==> config.mk <==
export PLATFORM = sky130hd
export DESIGN_NAME = cfcmp_unit
export DESIGN_NICKNAME = d
export VERILOG_FILES = /design/src/rtl/cfcmp_pkg.sv /design/src/rtl/cfcmp_operand_prep.sv /design/src/rtl/cfcmp_magnitude.sv /design/src/rtl/cfcmp_byte_match.sv /design/src/rtl/cfcmp_unit.sv
export SDC_FILE = /design/constraint.sdc
export NUM_CORES = 1
export LEC_CHECK = 0
export BUFFER_PORTS_ARGS = -buffer_cell sky130_fd_sc_hd__buf_4
export CORE_UTILIZATION = 45
export DETAILED_ROUTE_END_ITERATION = 10
export HOLD_SLACK_MARGIN = 0.02
export PLACE_DENSITY = 0.79
export REMOVE_ABC_BUFFERS = 1
export SLEW_MARGIN = 20
export SYNTH_ARGS = -nofsm -noshare
export SYNTH_HDL_FRONTEND = slang
export SYNTH_SLANG_ARGS = --single-unit
==> constraint.sdc <==
create_clock -name clk -period 3.6 [get_ports clk]
set_clock_uncertainty 0.15 [all_clocks]
set_input_delay 0.18 -clock clk [delete_from_list [all_inputs] [get_ports clk]]
set_output_delay 0.18 -clock clk [all_outputs]
set_load 0.02 [all_outputs]
==> src/rtl/cfcmp_pkg.sv <==
package cfcmp_pkg;
    localparam int NFIELD  = 8;
    localparam int FIELD_W = 4;
    localparam int CR_W    = NFIELD * FIELD_W;

    typedef struct packed {
        logic [CR_W-1:0] cr;
    } cfcmp_state_t;
endpackage

==> src/rtl/cfcmp_operand_prep.sv <==
module cfcmp_operand_prep #(
    parameter int DW   = 64,
    parameter int IMMW = 16
) (
    input  logic [DW-1:0]   opa,
    input  logic [DW-1:0]   opb,
    input  logic [IMMW-1:0] imm,
    input  logic            use_imm,
    input  logic            wide,
    input  logic            is_signed,
    output logic [DW-1:0]   a_ext,
    output logic [DW-1:0]   b_ext
);
    localparam int HALF = DW / 2;

    logic [DW-1:0] b_sel;
    logic          imm_fill;

    always_comb begin
        imm_fill = is_signed & imm[IMMW-1];
        b_sel    = use_imm ? {{(DW-IMMW){imm_fill}}, imm} : opb;
        if (wide) begin
            a_ext = opa;
            b_ext = b_sel;
        end else begin
            a_ext = {{HALF{is_signed & opa[HALF-1]}}, opa[HALF-1:0]};
            b_ext = {{HALF{is_signed & b_sel[HALF-1]}}, b_sel[HALF-1:0]};
        end
    end
endmodule

==> src/rtl/cfcmp_magnitude.sv <==
module cfcmp_magnitude #(
    parameter int DW = 64
) (
    input  logic [DW-1:0] a,
    input  logic [DW-1:0] b,
    input  logic          is_signed,
    output logic          lt,
    output logic          gt,
    output logic          eq
);
    always_comb begin
        eq = (a == b);
        if (is_signed) begin
            lt = $signed(a) < $signed(b);
        end else begin
            lt = a < b;
        end
        gt = !lt && !eq;
    end
endmodule

==> src/rtl/cfcmp_byte_match.sv <==
module cfcmp_byte_match #(
    parameter int DW  = 64,
    parameter int BYW = 8
) (
    input  logic [DW-1:0] opa,
    input  logic [DW-1:0] opb,
    output logic          hit
);
    localparam int NBYTES = DW / BYW;

    logic [NBYTES-1:0] lane_hit;

    for (genvar g = 0; g < NBYTES; g++) begin : g_lane
        assign lane_hit[g] = (opa[BYW-1:0] == opb[g*BYW +: BYW]);
    end

    assign hit = |lane_hit;
endmodule

==> src/rtl/cfcmp_unit.sv <==
module cfcmp_unit
    import cfcmp_pkg::*;
#(
    parameter int DW   = 64,
    parameter int IMMW = 16,
    parameter int BYW  = 8
) (
    input  logic                      clk,
    input  logic                      rst,
    input  logic                      in_valid,
    input  logic [DW-1:0]             opa,
    input  logic [DW-1:0]             opb,
    input  logic [IMMW-1:0]           imm,
    input  logic                      use_imm,
    input  logic                      wide,
    input  logic                      is_signed,
    input  logic                      byte_match,
    input  logic                      so_flag,
    input  logic [$clog2(NFIELD)-1:0] field_idx,
    output logic [CR_W-1:0]           cr_o
);
    localparam int IDXW = $clog2(NFIELD);

    cfcmp_state_t         st_d, st_q;
    logic [DW-1:0]        a_ext, b_ext;
    logic                 rel_lt, rel_gt, rel_eq;
    logic                 bm_hit;
    logic [FIELD_W-1:0]   field_new;

    cfcmp_operand_prep #(.DW(DW), .IMMW(IMMW)) prep_i (
        .opa(opa), .opb(opb), .imm(imm), .use_imm(use_imm),
        .wide(wide), .is_signed(is_signed), .a_ext(a_ext), .b_ext(b_ext)
    );

    cfcmp_magnitude #(.DW(DW)) mag_i (
        .a(a_ext), .b(b_ext), .is_signed(is_signed),
        .lt(rel_lt), .gt(rel_gt), .eq(rel_eq)
    );

    cfcmp_byte_match #(.DW(DW), .BYW(BYW)) bm_i (
        .opa(opa), .opb(opb), .hit(bm_hit)
    );

    always_comb begin
        st_d = st_q;
        if (byte_match) begin
            field_new = {1'b0, bm_hit, 2'b00};
        end else begin
            field_new = {rel_lt, rel_gt, rel_eq, so_flag};
        end
        if (in_valid) begin
            for (int f = 0; f < NFIELD; f++) begin
                if (field_idx == IDXW'(f)) begin
                    st_d.cr[CR_W-1-f*FIELD_W -: FIELD_W] = field_new;
                end
            end
        end
    end

    always_ff @(posedge clk) begin
        if (rst) begin
            st_q <= '0;
        end else begin
            st_q <= st_d;
        end
    end

    assign cr_o = st_q.cr;
endmodule

==> flow_summary.json, run 1 <==
{
  "status": "complete, no violations",
  "crit_required_ns": 3.64,
  "utilization": 0.630,
  "die_w_microns": 102,
  "cp-end-kind": "flop",
  "clk_pin_slew_ns": 0.07,
  "synthAdderAreaFrac": 0.178,
  "final_common_cell": "buf_4",
  "yosys.area_share.simple": 0.218,
  "ys.flop_type": "dfxtp_1",
  "grt_use_met3": 0.0431,
  "finalCritPeriodShare": 0.911,
  "drtAntennaViolNets": 0,
  "p_per_area_nw_per_um2": 226,
  "synth.distinct_cells": 48,
  "num_vias": 5148,
  "synth_top_family_by_area": "simple AND/OR/NAND/NOR gates",
  "drt_iter0_markers": 191,
  "vias_per_cell": 5.58,
  "largest_register_ffs": 32,
  "power_frac_seq": 0.261,
  "cts-buffers-inserted": 5,
  "synth-xor-area-share": 0.125,
  "initial_utilization": 0.462,
  "drt_wl_total_microns": 15100,
  "grt_pass1_wl_microns": 22900,
  "drv_cap": 0,
  "synth-seq-area-share": 0.142,
  "setup_viol": 0,
  "multi_input_area_sq_um": 3570,
  "finalMaxSlewViolations": 0,
  "cts-root-buf": "clkbuf_8",
  "antenna_found_initial": 0,
  "cp-start-kind": "input port",
  "syn_area_per_cell_sq_um": 7.22,
  "mostFrequentLayoutCells": "buf_4, nor2_1, a21oi_1, ha_1, o21ai_0",
  "yosys_warnings": 0,
  "tightest_slew_ns": 0.621,
  "drive_gt1_frac": 0.289,
  "nNetsFinal": 1007,
  "grt_use_met1": 0.343,
  "worst_slew_margin_rel": 0.585,
  "hold_viol": 0,
  "num_rows": 36,
  "wl_per_cell_microns": 16.3,
  "num-fill-cells": 857,
  "die_y_microns": 102,
  "critical_path_peak_fanout": 32,
  "synth_edf_count": 0,
  "rsz0062_at_grt": "false",
  "grt_pass1_vias": 4916,
  "synthMuxAreaShare": 0.0537,
  "gp_congestion": 0.924,
  "total_leakage_power_nw": 3.06,
  "core_area_sq_um": 9730,
  "switchingPower_mw": 0.492,
  "power.clock.fraction": 0.242,
  "track_usage": 0.279,
  "die_area_sq_um": 10400,
  "h-tree-depth": 2,
  "critical_path_class": "in2reg",
  "grt_use_met2": 0.489,
  "synth_async_sr_flop_share": 0,
  "ys_seq_elements": 32,
  "clk_latency_ns": 0.28,
  "cts.sinks": 32,
  "synth_compound_area_frac": 0.216,
  "seq_area_sq_um": 641,
  "io_pins": 187,
  "p_int_mw": 0.893,
  "ir_drop_mv": 0.194,
  "synthCells": 623,
  "p_comb_frac": 0.497,
  "area_delta_synth_final_pct": 36.2,
  "grt-ovfl-total": 0,
  "synth_area_sq_um": 4500,
  "grt-busiest-layer": "met2",
  "grt_start_max_net_pins": 42,
  "cts_tree": "yes",
  "arrival_ns": 3.32,
  "power_mw": 1.38,
  "portBuffers": 186,
  "drc": 0,
  "diodes": 0,
  "drt_first_pass_iters": 6,
  "period_needed_ns": 3.28,
  "sw_frac_of_total": 0.355,
  "hpwl_microns": 12100,
  "clockBufferDepth": 2,
  "hold-worst-slack_ns": 0.139,
  "fmax_mhz": 305,
  "hold_path_class": "in2reg",
  "worst-r2r-setup-slack_ns": 2.66
}
[metal layers]
metal | up-vias | part of all wire
met4 | 0 | 0.036
met1 | 2373 | 0.42
li1 | 2516 | -
met2 | 219 | 0.48
met3 | 40 | 0.071
met5 | - | 0
[stage by stage]
stage,area (sq um),instances,setup slack (ns),TNS (ns)
after global routing,6120,922,0.158,0
after global placement,6000,913,-0.152,-2.29
after detailed placement,6000,913,-0.217,-2.94
final,6120,922,0.319,0
after floorplan,4330,585,-0.569,-9.93
after CTS,6100,921,0.0572,0
[power by group through the flow]
stage	clock network (mW)	logic, mW	registers, mW
3_3_place_gp	0	0.645	0.369
4_1_cts	0.336	0.675	0.361
6_report	0.336	0.687	0.362
5_1_grt	0.358	0.758	0.361
3_5_place_dp	0	0.670	0.369
2_1_floorplan	0	0.354	0.375
[repair_timing]
| item | CTS | global route |
|---|---|---|
| buffers inserted | 0 | 1 |
| hold buffers | 0 | 0 |
| endpoints found under the hold margin | 0 | 0 |
| gates resized for setup | 0 | 1 |
| endpoints found under the setup margin | 0 | 16 |
[synth_stat cells (2+ instances only)]
| cell | n | area (sq um) |
|---|---|---|
| xor2_1 | 32 | 280 |
| o31ai_1 | 7 | 52.6 |
| inv_1 | 36 | 135 |
| nor4_1 | 10 | 62.6 |
| nor2_1 | 71 | 267 |
| and2b_2 | 3 | 26.3 |
| a21oi_1 | 65 | 325 |
| nand4_1 | 20 | 125 |
| a21o_2 | 2 | 17.5 |
| a22o_1 | 2 | 17.5 |
| mux2i_1 | 23 | 230 |
| buf_1 | 6 | 22.5 |
| ha_1 | 64 | 801 |
| nand3b_1 | 8 | 60.1 |
| nand2_1 | 57 | 214 |
| a221oi_1 | 2 | 17.5 |
| nand3_2 | 2 | 20.0 |
| o21ai_0 | 60 | 300 |
| xnor2_1 | 32 | 280 |
| clkbuf_1 | 29 | 109 |
| o21bai_1 | 2 | 15.0 |
| and4_1 | 3 | 26.3 |
| nor2b_1 | 9 | 56.3 |
| nand3_1 | 12 | 60.1 |
| nor3_1 | 2 | 10.0 |
| a22o_2 | 6 | 60.1 |
| dfxtp_1 | 32 | 641 |
| a21o_1 | 6 | 45.0 |
[final cells by class]
cell class	count	share of cell area
timing repair buffer	196	0.246
clock buffer	6	0.0118
inverter	36	0.0221
tap	133	0.0272
sequential	32	0.105
clock inverter	2	0.00572
multi-input combinational	517	0.582
[worst paths after layout]
path	endpoint	cells after the start	start
worst max-delay path	cr_o[6]$_SDFFE_PP0P_	17	is_signed
worst min-delay path	cr_o[20]$_SDFFE_PP0P_	2	rst
worst max register to register	cr_o[3]$_SDFFE_PP0P_	2	cr_o[3]$_SDFFE_PP0P_
worst min register to register	cr_o[13]$_SDFFE_PP0P_	2	cr_o[13]$_SDFFE_PP0P_
[critical path, cell delays in order]
cell       delay, ns
buf_4           0.11
nand2_1         0.06
nand2_1         0.10
o21ai_0         0.19
o21bai_2        0.21
buf_12          0.20
nand2_1         0.07
ha_1            0.29
a21o_1          0.19
a21o_1          0.17
a21o_1          0.18
a221o_2         0.35
a2111oi_4       0.32
a21o_2          0.21
a21oi_4         0.06
buf_12          0.14
o31ai_1         0.26
[cells by family (layout without fill, tap and decap cells)]
family,after synthesis,after routing
AND/OR/NAND/NOR,202,202
multiplexers,24,24
flip-flops,32,32
adder cells (fa/ha/maj),64,64
buffers and inverters,74,240
AO/OA/AOI/OAI,163,163
XOR/XNOR,64,64
(Power assumes the default switching activity.)
==> run 2: changes to the inputs <==
--- a/config.mk
+++ b/config.mk
@@ -6,10 +6,10 @@
 export NUM_CORES = 1
 export LEC_CHECK = 0
 export BUFFER_PORTS_ARGS = -buffer_cell sky130_fd_sc_hd__buf_4
-export CORE_UTILIZATION = 45
+export CORE_UTILIZATION = 50
 export DETAILED_ROUTE_END_ITERATION = 10
 export HOLD_SLACK_MARGIN = 0.02
-export PLACE_DENSITY = 0.79
+export PLACE_DENSITY = 0.83
 export REMOVE_ABC_BUFFERS = 1
 export SLEW_MARGIN = 20
 export SYNTH_ARGS = -nofsm -noshare
==> constraint.sdc (replaced) <==
create_clock -name clk -period 3.5 [get_ports clk]
set_clock_uncertainty 0.15 [all_clocks]
set_input_delay 0.175 -clock clk [delete_from_list [all_inputs] [get_ports clk]]
set_output_delay 0.175 -clock clk [all_outputs]
set_load 0.05 [all_outputs]
==> run 2 against run 1 <==
  * Non-clock buffer count grew 1
  * Register-to-register slack lost 0.09 ns
  * Sequential share of layout area is essentially flat
  * Clock power grew 4%
  * Total power grew 4.4%
  * Sequential power grew 3%
  * Largest power group unchanged
  * Cell area shrank 0.35%
  * Flip-flop and latch count is the same
  * Utilization grew 7.0 points
  * Routed wire length shrank 3.4%
  * Die area shrank 9.8%
  * Highest routed layer unchanged
==> flow_summary.json, run 2 (synthesis results as in run 1) <==
{
  "status": "complete, no violations",
  "worst_slew_margin_rel": 0.494,
  "tightest_slew_ns": 0.757,
  "post_cts_buffers": 0,
  "clk_latency_ns": 0.28,
  "setup_viol": 0,
  "hp-start": "rst",
  "drv_cap": 0,
  "rsz0062_at_grt": "false",
  "largest_register_ffs": 32,
  "initial_utilization": 0.516,
  "clk_pin_slew_ns": 0.07,
  "reg2reg_from": "cr_o[31]$_SDFFE_PP0P_",
  "crit_required_ns": 3.51,
  "arrival_ns": 3.20,
  "track_usage": 0.301,
  "die_area_sq_um": 9380,
  "num-fill-cells": 733,
  "fmax_mhz": 314,
  "diodes": 0,
  "cts-buffers-inserted": 5,
  "die_y_microns": 96.8,
  "area_delta_synth_final_pct": 35.7,
  "p_per_area_nw_per_um2": 237,
  "critical_path_class": "in2reg",
  "num_rows": 34,
  "mostFrequentLayoutCells": "buf_4, nor2_1, a21oi_1, ha_1, o21ai_0",
  "wl_met1_microns": 5890,
  "cp-start-kind": "input port",
  "hold_buffers": 0,
  "portBuffers": 186,
  "finalCritPeriodShare": 0.909,
  "drive_gt1_frac": 0.290,
  "drtAntennaViolNets": 0,
  "die_w_microns": 96.8,
  "clockBufferDepth": 2,
  "drt_iter0_markers": 213,
  "ctsResizeCount": 0,
  "grt_pass1_vias": 5110,
  "drt_wl_total_microns": 14600,
  "cts.sinks": 32,
  "period_needed_ns": 3.18,
  "utilization": 0.700,
  "grt_start_max_net_pins": 42,
  "drc": 0,
  "finalSetupTns_ns": 0,
  "hold_viol": 0,
  "grt_pass1_wl_microns": 23400,
  "core_area_sq_um": 8720,
  "finalNonFillerCells": 898,
  "critical_path_peak_fanout": 32,
  "num_vias": 5195,
  "h-tree-depth": 2,
  "wl_met2_microns": 7120,
  "cp-end-kind": "flop",
  "hold_path_class": "in2reg",
  "crit_path_start": "is_signed",
  "final_common_cell": "buf_4",
  "nNetsFinal": 1008,
  "power_mw": 1.45,
  "vias_per_cell": 5.79,
  "wl_met3_microns": 948,
  "ir_drop_mv": 0.156,
  "cts_tree": "yes",
  "gp_congestion": 0.920,
  "io_pins": 187,
  "antenna_found_initial": 0,
  "top_layer": "met4",
  "drt_first_pass_iters": 5,
  "finalMaxSlewViolations": 0,
  "wl_per_cell_microns": 16.2,
  "hpwl_microns": 11600,
  "grt-ovfl-total": 0,
  "cts-root-buf": "clkbuf_8",
  "total_leakage_power_nw": 3.06,
  "placedCellCount": 890
}
==> run 2: cell type report <==
type	count	area, sq um	area share
Timing Repair Buffer	197	1520	0.248
Multi-Input combinational cell	517	3560	0.584
Clock inverter	3	42.5	0.00697
Tap cell	108	135	0.0221
Clock buffer	5	68.8	0.0113
Sequential cell	32	641	0.105
Inverter	36	135	0.0221
==> run 2: report_power, final <==
group          switching, mW  leakage (nW)  internal (mW)  total (mW)
registers            0.00302         0.258          0.369       0.372
clock network          0.141        0.0541          0.210       0.351
logic                  0.380          2.75          0.342       0.722
total                  0.524          3.06          0.921        1.45
==> run 2: critical path, cell delays in order <==
cell       delay, ns
buf_4           0.10
nand2_1         0.05
nand2_1         0.09
o21ai_0         0.15
o21bai_2        0.19
buf_12          0.19
nand2_1         0.07
ha_1            0.33
nand4_1         0.16
nor4_1          0.45
nand4_1         0.18
nor2_1          0.28
a2111oi_4       0.13
a21o_2          0.25
a21oi_4         0.15
buf_12          0.16
o31ai_1         0.09
==> run 2: metrics by stage <==
stage          hold slack, ns  setup slack [ns]  instance area, sq um
2_1_floorplan          0.0974            -0.664                  4330
3_3_place_gp            0.316             0.186                  5990
3_5_place_dp            0.329            0.0610                  5990
4_1_cts                 0.121             0.350                  6100
5_1_grt                 0.136             0.141                  6100
6_report                0.120             0.319                  6100
==> run 2: worst paths after layout <==
path                      endpoint  slack [ns]  cells after the start
min           cr_o[5]$_SDFFE_PP0P_        0.12                      2
max          cr_o[26]$_SDFFE_PP0P_        0.32                     17
max reg2reg  cr_o[31]$_SDFFE_PP0P_        2.57                      2
min reg2reg   cr_o[5]$_SDFFE_PP0P_        0.34                      2
==> run 2: layer usage <==
layer,up-vias,GRT usage
li1,2512,-
met1,2373,0.365
met2,254,0.528
met3,56,0.0332
met4,0,0.141
met5,-,0
